[src/rtl/tlb_pkg.sv]
package tlb_pkg;
  typedef struct packed {
    logic wr;
    logic ex;
  } perm_t;

  typedef enum logic [1:0] {
    FILL_NONE,
    FILL_UPDATE,
    FILL_NEW,
    FILL_DROP
  } fill_kind_e;
endpackage

[src/rtl/tlb_match.sv]
module tlb_match #(
  parameter int N      = 16,
  parameter int VPN_W  = 20,
  parameter int ASID_W = 8
) (
  input  logic [N-1:0]             valid,
  input  logic [N-1:0][VPN_W-1:0]  vpn,
  input  logic [N-1:0][ASID_W-1:0] asid,
  input  logic [VPN_W-1:0]         key_vpn,
  input  logic [ASID_W-1:0]        key_asid,
  output logic [N-1:0]             match
);
  for (genvar g = 0; g < N; g++) begin : g_cmp
    assign match[g] = valid[g] && (vpn[g] == key_vpn) && (asid[g] == key_asid);
  end
endmodule

[src/rtl/tlb_victim.sv]
module tlb_victim #(
  parameter int N = 16,
  localparam int IDX_W = $clog2(N)
) (
  input  logic [N-1:0]     valid,
  input  logic [N-1:0]     wired,
  input  logic [IDX_W-1:0] ptr,
  output logic             found,
  output logic [IDX_W-1:0] idx
);
  always_comb begin
    int j;
    found = 1'b0;
    idx   = '0;
    j     = 0;
    for (int k = N - 1; k >= 0; k--) begin
      if (!valid[k] && !wired[k]) begin
        found = 1'b1;
        idx   = IDX_W'(k);
      end
    end
    if (!found) begin
      for (int k = N - 1; k >= 0; k--) begin
        j = (int'(ptr) + k) % N;
        if (!wired[j]) begin
          found = 1'b1;
          idx   = IDX_W'(j);
        end
      end
    end
  end
endmodule

[src/rtl/asid_tlb.sv]
module asid_tlb
  import tlb_pkg::*;
#(
  parameter int ENTRIES = 16,
  parameter int VPN_W   = 20,
  parameter int PFN_W   = 20,
  parameter int OFF_W   = 12,
  parameter int ASID_W  = 8,
  localparam int IDX_W  = $clog2(ENTRIES)
) (
  input  logic                   clk,
  input  logic                   rst_n,
  input  logic                   lk_valid,
  input  logic [VPN_W-1:0]       lk_vpn,
  input  logic [OFF_W-1:0]       lk_off,
  input  logic [ASID_W-1:0]      lk_asid,
  input  logic                   lk_write,
  input  logic                   lk_exec,
  output logic                   rs_valid,
  output logic                   rs_hit,
  output logic [PFN_W+OFF_W-1:0] rs_paddr,
  output logic                   rs_writable,
  output logic                   rs_exec,
  output logic                   rs_fault,
  input  logic                   fill_valid,
  input  logic [VPN_W-1:0]       fill_vpn,
  input  logic [ASID_W-1:0]      fill_asid,
  input  logic [PFN_W-1:0]       fill_pfn,
  input  logic                   fill_writable,
  input  logic                   fill_exec,
  input  logic                   pin_valid,
  input  logic [IDX_W-1:0]       pin_idx,
  input  logic                   pin_set,
  input  logic                   fl_all,
  input  logic                   fl_asid_en,
  input  logic [ASID_W-1:0]      fl_asid
);
  // slot state
  logic [ENTRIES-1:0]             valid_q, valid_d;
  logic [ENTRIES-1:0]             wired_q, wired_d;
  logic [ENTRIES-1:0][VPN_W-1:0]  vpn_q, vpn_d;
  logic [ENTRIES-1:0][ASID_W-1:0] asid_q, asid_d;
  logic [ENTRIES-1:0][PFN_W-1:0]  pfn_q, pfn_d;
  perm_t [ENTRIES-1:0]            perm_q, perm_d;
  logic [IDX_W-1:0]               rr_q, rr_d;

  // lookup result registers
  logic             rs_valid_q;
  logic             rs_hit_q, rs_hit_d;
  logic [PFN_W-1:0] rs_pfn_q, rs_pfn_d;
  logic [OFF_W-1:0] rs_off_q;
  perm_t            rs_perm_q, rs_perm_d;
  logic             rs_fault_q, rs_fault_d;

  logic [ENTRIES-1:0] lk_match, fill_match;
  logic               vic_found;
  logic [IDX_W-1:0]   vic_idx, upd_idx, wr_idx;
  fill_kind_e         fill_kind;

  tlb_match #(.N(ENTRIES), .VPN_W(VPN_W), .ASID_W(ASID_W)) u_lk_cmp (
    .valid(valid_q), .vpn(vpn_q), .asid(asid_q),
    .key_vpn(lk_vpn), .key_asid(lk_asid), .match(lk_match)
  );

  tlb_match #(.N(ENTRIES), .VPN_W(VPN_W), .ASID_W(ASID_W)) u_fill_cmp (
    .valid(valid_q), .vpn(vpn_q), .asid(asid_q),
    .key_vpn(fill_vpn), .key_asid(fill_asid), .match(fill_match)
  );

  tlb_victim #(.N(ENTRIES)) u_victim (
    .valid(valid_q), .wired(wired_q), .ptr(rr_q),
    .found(vic_found), .idx(vic_idx)
  );

  // index of the resident copy for an in-place update
  always_comb begin
    upd_idx = '0;
    for (int k = ENTRIES - 1; k >= 0; k--) begin
      if (fill_match[k]) upd_idx = IDX_W'(k);
    end
  end

  // classify the fill request
  always_comb begin
    fill_kind = FILL_NONE;
    wr_idx    = vic_idx;
    if (fill_valid && !fl_all && !fl_asid_en) begin
      if (|fill_match) begin
        fill_kind = FILL_UPDATE;
        wr_idx    = upd_idx;
      end else if (vic_found) begin
        fill_kind = FILL_NEW;
      end else begin
        fill_kind = FILL_DROP;
      end
    end
  end

  // next state of the slot array
  always_comb begin
    valid_d = valid_q;
    wired_d = wired_q;
    vpn_d   = vpn_q;
    asid_d  = asid_q;
    pfn_d   = pfn_q;
    perm_d  = perm_q;
    rr_d    = rr_q;
    if (fl_all) begin
      valid_d = valid_q & wired_q;
    end else if (fl_asid_en) begin
      for (int k = 0; k < ENTRIES; k++) begin
        if (!wired_q[k] && asid_q[k] == fl_asid) valid_d[k] = 1'b0;
      end
    end else if (fill_kind == FILL_UPDATE || fill_kind == FILL_NEW) begin
      valid_d[wr_idx]   = 1'b1;
      vpn_d[wr_idx]     = fill_vpn;
      asid_d[wr_idx]    = fill_asid;
      pfn_d[wr_idx]     = fill_pfn;
      perm_d[wr_idx].wr = fill_writable;
      perm_d[wr_idx].ex = fill_exec;
      if (fill_kind == FILL_NEW) rr_d = IDX_W'(vic_idx + 1'b1);
    end
    if (pin_valid) wired_d[pin_idx] = pin_set;
  end

  // next lookup result
  always_comb begin
    rs_pfn_d  = '0;
    rs_perm_d = '0;
    for (int k = 0; k < ENTRIES; k++) begin
      if (lk_match[k]) begin
        rs_pfn_d  = rs_pfn_d | pfn_q[k];
        rs_perm_d = rs_perm_d | perm_q[k];
      end
    end
    rs_hit_d   = |lk_match;
    rs_fault_d = rs_hit_d && ((lk_write && !rs_perm_d.wr) || (lk_exec && !rs_perm_d.ex));
  end

  always_ff @(posedge clk or negedge rst_n) begin
    if (!rst_n) begin
      valid_q <= '0;
      wired_q <= '0;
      vpn_q   <= '0;
      asid_q  <= '0;
      pfn_q   <= '0;
      perm_q  <= '0;
      rr_q    <= '0;
    end else begin
      valid_q <= valid_d;
      wired_q <= wired_d;
      vpn_q   <= vpn_d;
      asid_q  <= asid_d;
      pfn_q   <= pfn_d;
      perm_q  <= perm_d;
      rr_q    <= rr_d;
    end
  end

  always_ff @(posedge clk or negedge rst_n) begin
    if (!rst_n) begin
      rs_valid_q <= 1'b0;
      rs_hit_q   <= 1'b0;
      rs_pfn_q   <= '0;
      rs_off_q   <= '0;
      rs_perm_q  <= '0;
      rs_fault_q <= 1'b0;
    end else begin
      rs_valid_q <= lk_valid;
      if (lk_valid) begin
        rs_hit_q   <= rs_hit_d;
        rs_pfn_q   <= rs_pfn_d;
        rs_off_q   <= lk_off;
        rs_perm_q  <= rs_perm_d;
        rs_fault_q <= rs_fault_d;
      end
    end
  end

  assign rs_valid    = rs_valid_q;
  assign rs_hit      = rs_valid_q && rs_hit_q;
  assign rs_paddr    = {rs_pfn_q, rs_off_q};
  assign rs_writable = rs_perm_q.wr;
  assign rs_exec     = rs_perm_q.ex;
  assign rs_fault    = rs_valid_q && rs_fault_q;
endmodule

[config.mk]
export PLATFORM = sky130hd
export DESIGN_NAME = asid_tlb
export DESIGN_NICKNAME = d
export VERILOG_FILES = /design/src/rtl/tlb_pkg.sv /design/src/rtl/tlb_match.sv /design/src/rtl/tlb_victim.sv /design/src/rtl/asid_tlb.sv
export SDC_FILE = /design/constraint.sdc
export NUM_CORES = 2
export LEC_CHECK = 0
export BUFFER_PORTS_ARGS = -buffer_cell sky130_fd_sc_hd__buf_2
export CORE_ASPECT_RATIO = 0.8
export CORE_MARGIN = 2
export CORE_UTILIZATION = 48
export DETAILED_ROUTE_END_ITERATION = 6
export GPL_ROUTABILITY_DRIVEN = 1
export GPL_TIMING_DRIVEN = 0
export PLACE_DENSITY = 0.6
export SLEW_MARGIN = 20
export SYNTH_ARGS = -nofsm -noshare
export SYNTH_HDL_FRONTEND = slang
export SYNTH_HIERARCHICAL = 1
export SYNTH_SLANG_ARGS = --single-unit
[constraint.sdc]
create_clock -name clk -period 6.65 [get_ports clk]
set_input_delay 0.3325 -clock clk [delete_from_list [all_inputs] [get_ports clk]]
set_output_delay 0.3325 -clock clk [all_outputs]
set_load 0.03 [all_outputs]
; ---- Word level (Yosys, flattened, before mapping)
; Index checks and enable logic that the tools add are counted.
[classes]
add_sub_neg = 16
mul = 0
div = 0
magnitude_cmp = 20
eq_ne = 98
n_shift = 0
mux = 203
bitwise_logic = 49
reduce_logical = 179
[ops]
columns = cell, count
row1 = 320-bit bitwise mux, 2
row2 = 20-bit equality test, 32
row3 = 8-bit equality test, 48
row4 = 20-bit 2-to-1 mux, 17
row5 = 20-bit OR, 15
row6 = 4-bit 2-to-1 mux, 51
row7 = 128-bit bitwise mux, 1
row8 = 1-bit logical AND, 105
row9 = "5-bit by 6-bit less-than comparator with 1-bit output, second input constant", 15
row10 = 1-bit 2-to-1 mux, 84
row11 = 20-bit demux with 4-bit select, 1
row12 = 1-bit binary-select mux with 4-bit select, 16
row13 = 32-bit bitwise mux, 2
row14 = 4-bit OR reduction, 15
row15 = 16-bit 2-to-1 mux, 3
row16 = "3-bit by 2-bit inequality test with 1-bit output, second input constant", 16
row17 = 2-bit 2-to-1 mux, 19
row18 = 1-bit logical NOT, 36
row19 = "4-bit adder, second input constant", 8
row20 = 8-bit demux with 4-bit select, 1
row21 = 2-bit AND reduction, 16
row22 = 16-bit OR reduction, 2
row23 = 2-bit OR, 15
row24 = "4-bit by 3-bit adder with 4-bit output, second input constant", 4
row25 = other kinds (18), 41
[totals]
register_bits = 873
latchBits = 0
ramBits = 0
mem_bits_ro = 0
input_bits = 112
memories = 0

; ---- Depth between registers and ports, before layout
[depth]
word_depth = 45
mapped_depth = 25
mapped_depth_nobuf = 17

; ---- Cells and area by module
; The synthesis kept the hierarchy.
[by_module_without_submodules]
columns = module, instances, cells_per_inst, area_each_um2, seq_area_each_um2
row1 = asid_tlb, 1, 2547, 37948.9, 21846.0
row2 = tlb_match, 2, 664, 5387.7, 0.0
row3 = tlb_victim, 1, 325, 2647.5, 0.0

; ---- Least setup slack after synthesis
; OpenSTA, ideal clock, no wires.
[synth_timing]
kind = register to register
startpoint = reg rr_q[0]
endpoint = reg perm_q[16] (netlist name)
setup_ns = 0.125
arrival_time_ns = 5.252
path_slack_ns = 1.273
stages_incl_launch_ff = 25
n_path_buf = 7
period_less_slack_ns = 5.377
path_cell_list = dfrtp_1 buf_6 buf_12 buf_6 clkbuf_1 inv_1 ha_1 buf_2 clkbuf_1 nor3b_1 mux2i_1 nand4_1 mux2_2 nand2b_1 inv_1 nand3_1 or4_1 inv_1 o21ai_0 ha_1 nor3_1 nand3_2 nor3_4 buf_6 mux2_2
[synth_lines]
columns = item, line
row1 = from (decl), asid_tlb.sv:45  ; logic [IDX_W-1:0] rr_q, rr_d;
row2 = from (signal assigned), asid_tlb.sv:156  ; rr_q <= rr_d;
row3 = 4-bit adder, tlb_victim.sv:24  ; j = (int'(ptr) + k) % N;
row4 = 1-bit binary-select mux with 4-bit select, tlb_victim.sv:25  ; if (!wired[j]) begin
row5 = 1-bit 2-to-1 mux (not written as such) (2 in series), tlb_victim.sv:25
row6 = 1-bit 2-to-1 mux (15 in series), tlb_victim.sv:25
row7 = 1-bit 2-to-1 mux *, tlb_victim.sv:25
row8 = 1-bit 2-to-1 mux *, tlb_victim.sv:22  ; if (!found) begin
row9 = via vic_found, asid_tlb.sv:56  ; logic vic_found;
row10 = 1-bit 2-to-1 mux *, asid_tlb.sv:91  ; end else if (vic_found) begin
row11 = 2-bit 2-to-1 mux *, asid_tlb.sv:88  ; if (|fill_match) begin
row12 = 2-bit 2-to-1 mux *, asid_tlb.sv:87  ; if (fill_valid && !fl_all && !fl_asid_en) begin
row13 = 2-bit by 1-bit equality test with 1-bit output or 2-bit equality test (tied branches), asid_tlb.sv:114  ; end else if (fill_kind == FILL_UPDATE || fill_kind == FILL_NEW) begin
row14 = 1-bit logical OR *, asid_tlb.sv:114
row15 = 3-bit AND reduction (no line) *, n/a
row16 = to (signal assigned), asid_tlb.sv:155  ; perm_q <= perm_d;
row17 = to (decl), asid_tlb.sv:44  ; perm_t [ENTRIES-1:0] perm_q, perm_d;
; The timed path passes the listed nets; every way through them passes the cells marked *. The select of a mux whose other input is x is not followed.
; A chain may end at the register's enable or synchronous reset.

; ---- Worst setup path in the final report
[layout_timing]
startpoint = reg rr_q[0]
endpoint = reg pfn_q[260] (netlist name)
[layout_lines]
columns = item, line
row1 = 4-bit adder, tlb_victim.sv:24
row2 = 1-bit binary-select mux with 4-bit select, tlb_victim.sv:25
row3 = 1-bit 2-to-1 mux (not written as such) (2 in series), tlb_victim.sv:25
row4 = 1-bit 2-to-1 mux (15 in series), tlb_victim.sv:25
row5 = 1-bit 2-to-1 mux *, tlb_victim.sv:25
row6 = 1-bit 2-to-1 mux *, tlb_victim.sv:22
row7 = via vic_found, asid_tlb.sv:56
row8 = 1-bit 2-to-1 mux *, asid_tlb.sv:91
row9 = 2-bit 2-to-1 mux *, asid_tlb.sv:88
row10 = 2-bit 2-to-1 mux *, asid_tlb.sv:87
row11 = 2-bit by 1-bit equality test with 1-bit output or 2-bit equality test (tied branches), asid_tlb.sv:114
row12 = 1-bit logical OR *, asid_tlb.sv:114
row13 = 3-bit AND reduction (no line) *, n/a
row14 = to (signal assigned), asid_tlb.sv:154  ; pfn_q <= pfn_d;
row15 = to (decl), asid_tlb.sv:43  ; logic [ENTRIES-1:0][PFN_W-1:0] pfn_q, pfn_d;
; Marks and branches as above.

==> flow_summary.ini <==
[floorplanning]
start_util_pct = 48.33
ios = 149
rows = 107
dieArea_sq_um = 109700
coreArea_sq_um = 106300
die_height_microns = 296.6
dieWidth_microns = 369.8

[finish]
final_cell_mix = dfrtp_1, xor2_1, mux2_2
fill_cells = 9165
finish.utilization_pct = 54.81
layout_commonest_cell = dfrtp_1
finalNetCount = 4609
syn2layout_area_growth_pct = 13.42
drive_gt1_share_pct = 30.11
fin_cells = 5995

[yosys]
ys.warnings.count = 6
synth_compound_area_share_pct = 5.707
synthMuxAreaShare_pct = 21.82
syn_area_sq_um = 51370
synthAdderAreaFrac_pct = 0.2192
synth-xor-area-share_pct = 17.66
synth_ff_type = dfrtp_1
ys_seq_area_share_pct = 42.53
synthDistinctLibCells = 95
synth_edf_count = 0
async_flop_share_pct = 100.0
synth_top_family_by_area = multiplexers
syn_inst = 4200
ys_ff_latch = 873
synth-simple-area-share_pct = 7.302
syn_nets = 4321
synth_area_per_cell_sq_um = 12.23

[placed_design]
io_buffers = 110
place_inst = 5765
finalWeightedCongestion = 0.9830
dp.final_hpwl_microns = 158200

[power]
switchingPower_mw = 5.277
peakVddDrop_mv = 0.2055
p_clk_share_pct = 37.0
p_leak_nw = 27.44
switching_share_pct = 32.93
p_int_mw = 10.75
pwr-share-comb_pct = 23.8
p_seq_share_pct = 39.2
pwr_density_cell_nw_per_um2 = 275.1

[sta]
worstMarginPinSlew_ns = 1.261
fmax_mhz = 155.4
drv_slew = 0
hold_viol = 0
finalSetupViolations = 0
fin_crit_ns = 6.437
timing.max_slew.rel_slack_pct = 15.94
rsz0062_at_grt = no
skew_ns = 0.03650
post-route-period-util_pct = 96.79

[setup_path]
cp-endpoint = pfn_q[260]
crit_type = flip-flop to flip-flop
endpoint_kind = flip-flop
worst_r2r_path_depth = 24
cp_max_fo = 10
r2r_end = pfn_q[260]
cp_data_arrival_time_ns = 7.03
cp_slowest_cell = or4_1
reg2reg_setup_slack_ns = 0.21
cp-start-kind = flip-flop
r2r-start = rr_q[0]
setup.worst_path.start = rr_q[0]
crit_path_frequent_cell = inv_1
path_cells = buf_6, buf_12, buf_6, clkbuf_2, inv_1, ha_1, buf_2, clkbuf_2, nor3b_1, mux2i_1, nand4_1, mux2_2, nand2b_1, inv_1, nand3_1, or4_1, inv_1, o21ai_0, ha_1, nor3_4, nand3_2, a21oi_4, clkbuf_4, mux2_2
cp.required_ns = 7.24
max_stage_delay_ns = 0.49

[global_routing]
grt_pass1_vias = 37090
gr-total-overflow = 0
grt_pass1_wl_microns = 299900
antenna_found_initial = 11
grtUsageTotal_pct = 39.47
grt_max_degree = 128

[drt]
drc = 0
vias = 38940
drt_pass1_iterations = 6
drt-total-wl_microns = 219200
post_drt_via_cell_ratio = 6.495
ant_nets = 0
drtIter0Drc = 5608
wl_per_cell_microns = 36.56

[status]
status = finished, final reports clean

[clock_network]
cts_tree = built
clk_pin_slew_worst_paths_ns = 0.06
cts_buffers = 98
cts-root-buf = clkbuf_16
worstSkewPairLatency_ns = 0.73
cts-htree-levels = 3
clockBufferDepth = 3
cts_sinks = 873

[hold_path]
min_path_cells = 2
hold_class = input port to flip-flop

[flow_run]
drv_cap = 0
[power by group through the flow]
| stage | clock (mW) | sequential, mW | combinational [mW] |
|---|---|---|---|
| CTS | 5.96 | 6.25 | 3.71 |
| global route | 6.17 | 6.31 | 4.06 |
| detailed placement | 0 | 6.35 | 3.67 |
| global placement | 0 | 6.34 | 3.63 |
| finish | 5.93 | 6.28 | 3.81 |
| floorplan | 0 | 6.17 | 2.58 |
[cell families after synthesis]
| group | Yosys count |
|---|---|
| xor gates and xnor gates | 1036 |
| muxes | 899 |
| DFF | 873 |
| and+or+nand+nor | 652 |
| AOI/OAI and AO/OA | 378 |
| buffers and inverters | 353 |
| adders and majority gates | 9 |
[cell usage after synthesis (7+ instances only)]
library cell    n  area (sq um)
dfrtp_1       873         21850
xor2_1        673          5894
mux2_2        539          6070
xnor2_1       363          3179
mux2_4        200          3003
nor4_1        175          1095
nand4_1       131         819.5
clkbuf_1      114         427.9
mux2_1        103          1160
a22oi_1       102         765.7
nor2_1         81         304.0
nor3_1         68         340.3
nand3_1        67         335.3
buf_6          65         732.0
buf_2          64         320.3
buf_4          57         427.9
a21oi_1        52         260.3
nand2_1        45         168.9
a221oi_1       42         367.9
a22o_1         38         332.8
mux2i_1        27         270.3
inv_1          22         82.58
o21ai_0        22         110.1
buf_12         21         420.4
mux4_2         21         473.0
a31oi_1        15         93.84
and3_1         14         87.58
nand2b_1       13         81.33
o22ai_1        12         75.07
a21oi_2         9         78.83
ha_1            9         112.6
a211oi_1        8         60.06
mux4_1          8         210.2
a41oi_1         7         61.31
nand3b_1        7         52.55
o211ai_1        7         52.55
[layer usage]
metal	track usage [%]	vias up	wire, microns
li1	-	15660	-
met1	56.54	20280	93590
met2	53.02	2466	86260
met3	14.42	524	28290
met4	16.78	10	10820
met5	0.5682	-	246
[area by class of cell]
cell class / count / area, sq um / area share [%]
Sequential cell: 873 / 21850 / 37.50
Clock inverter: 40 / 575.6 / 0.9878
Clock buffer: 145 / 2890 / 4.961
Multi-Input combinational cell: 2974 / 27300 / 46.85
Buffer: 327 / 2390 / 4.102
Tap cell: 1417 / 1773 / 3.043
Inverter: 26 / 98.84 / 0.1697
Antenna cell: 5 / 12.51 / 0.02147
Timing Repair Buffer: 188 / 1379 / 2.367
[worst max-delay path, delay by kind of cell, from the launching register on]
| kind | cells | cell delay [ns] |
|---|---|---|
| buf+inv | 10 | 2.02 |
| simple gates | 7 | 1.78 |
| mux | 3 | 0.91 |
| fa+ha+maj | 2 | 0.71 |
| compound gates | 2 | 0.49 |
| flops | 1 | 0.39 |
[registers in the layout, indices dropped and copies added, names as in the netlist, 4 cells and up]
register and count:
asid_q 128, rs_pfn_q 20, valid_q 16, pfn_q 320, perm_q 32, wired_q 16, rr_q 4, vpn_q 320
rs_off_q 12
[how the worst min path moves through the flow]
stage                     start    endpoint  slack (ns)
global route        fill_pfn[7]  pfn_q[247]        0.02
detailed placement        rst_n  vpn_q[177]        0.26
global placement       lk_valid    rs_valid        0.45
CTS                 fill_pfn[7]  pfn_q[247]      0.0003
floorplan                 rst_n   asid_q[0]        0.04
finish              fill_pfn[7]  pfn_q[247]        0.04
[stage by stage]
| stage | cell area [sq um] | setup slack [ns] | power, mW | TNS, ns | hold WS (ns) |
|---|---|---|---|---|---|
| 2_1_floorplan | 51370 | 1.273 | 8.751 | 0 | 0.03691 |
| 6_report | 58260 | 0.2134 | 16.03 | 0 | 0.04488 |
| 5_1_grt | 58250 | 0.002281 | 16.54 | 0 | 0.01504 |
| 4_1_cts | 58170 | 0.07489 | 15.92 | 0 | 0.0002744 |
| 3_5_place_dp | 54300 | -0.5834 | 10.02 | -186.37 | 0.2636 |
| 3_3_place_gp | 53700 | -14.53 | 9.969 | - | 0.4549 |
[what timing repair did]
item | in CTS | in global routing
buffers inserted | 0 | 2
hold endpoints to repair | 234 | 0
pin swaps | 0 | 2
cloned | 0 | 0
hold buffers | 38 | 0
setup endpoints to repair | 800 | 572
resized for setup | 6 | 11
No activity file was read; power rests on OpenSTA's default activity.
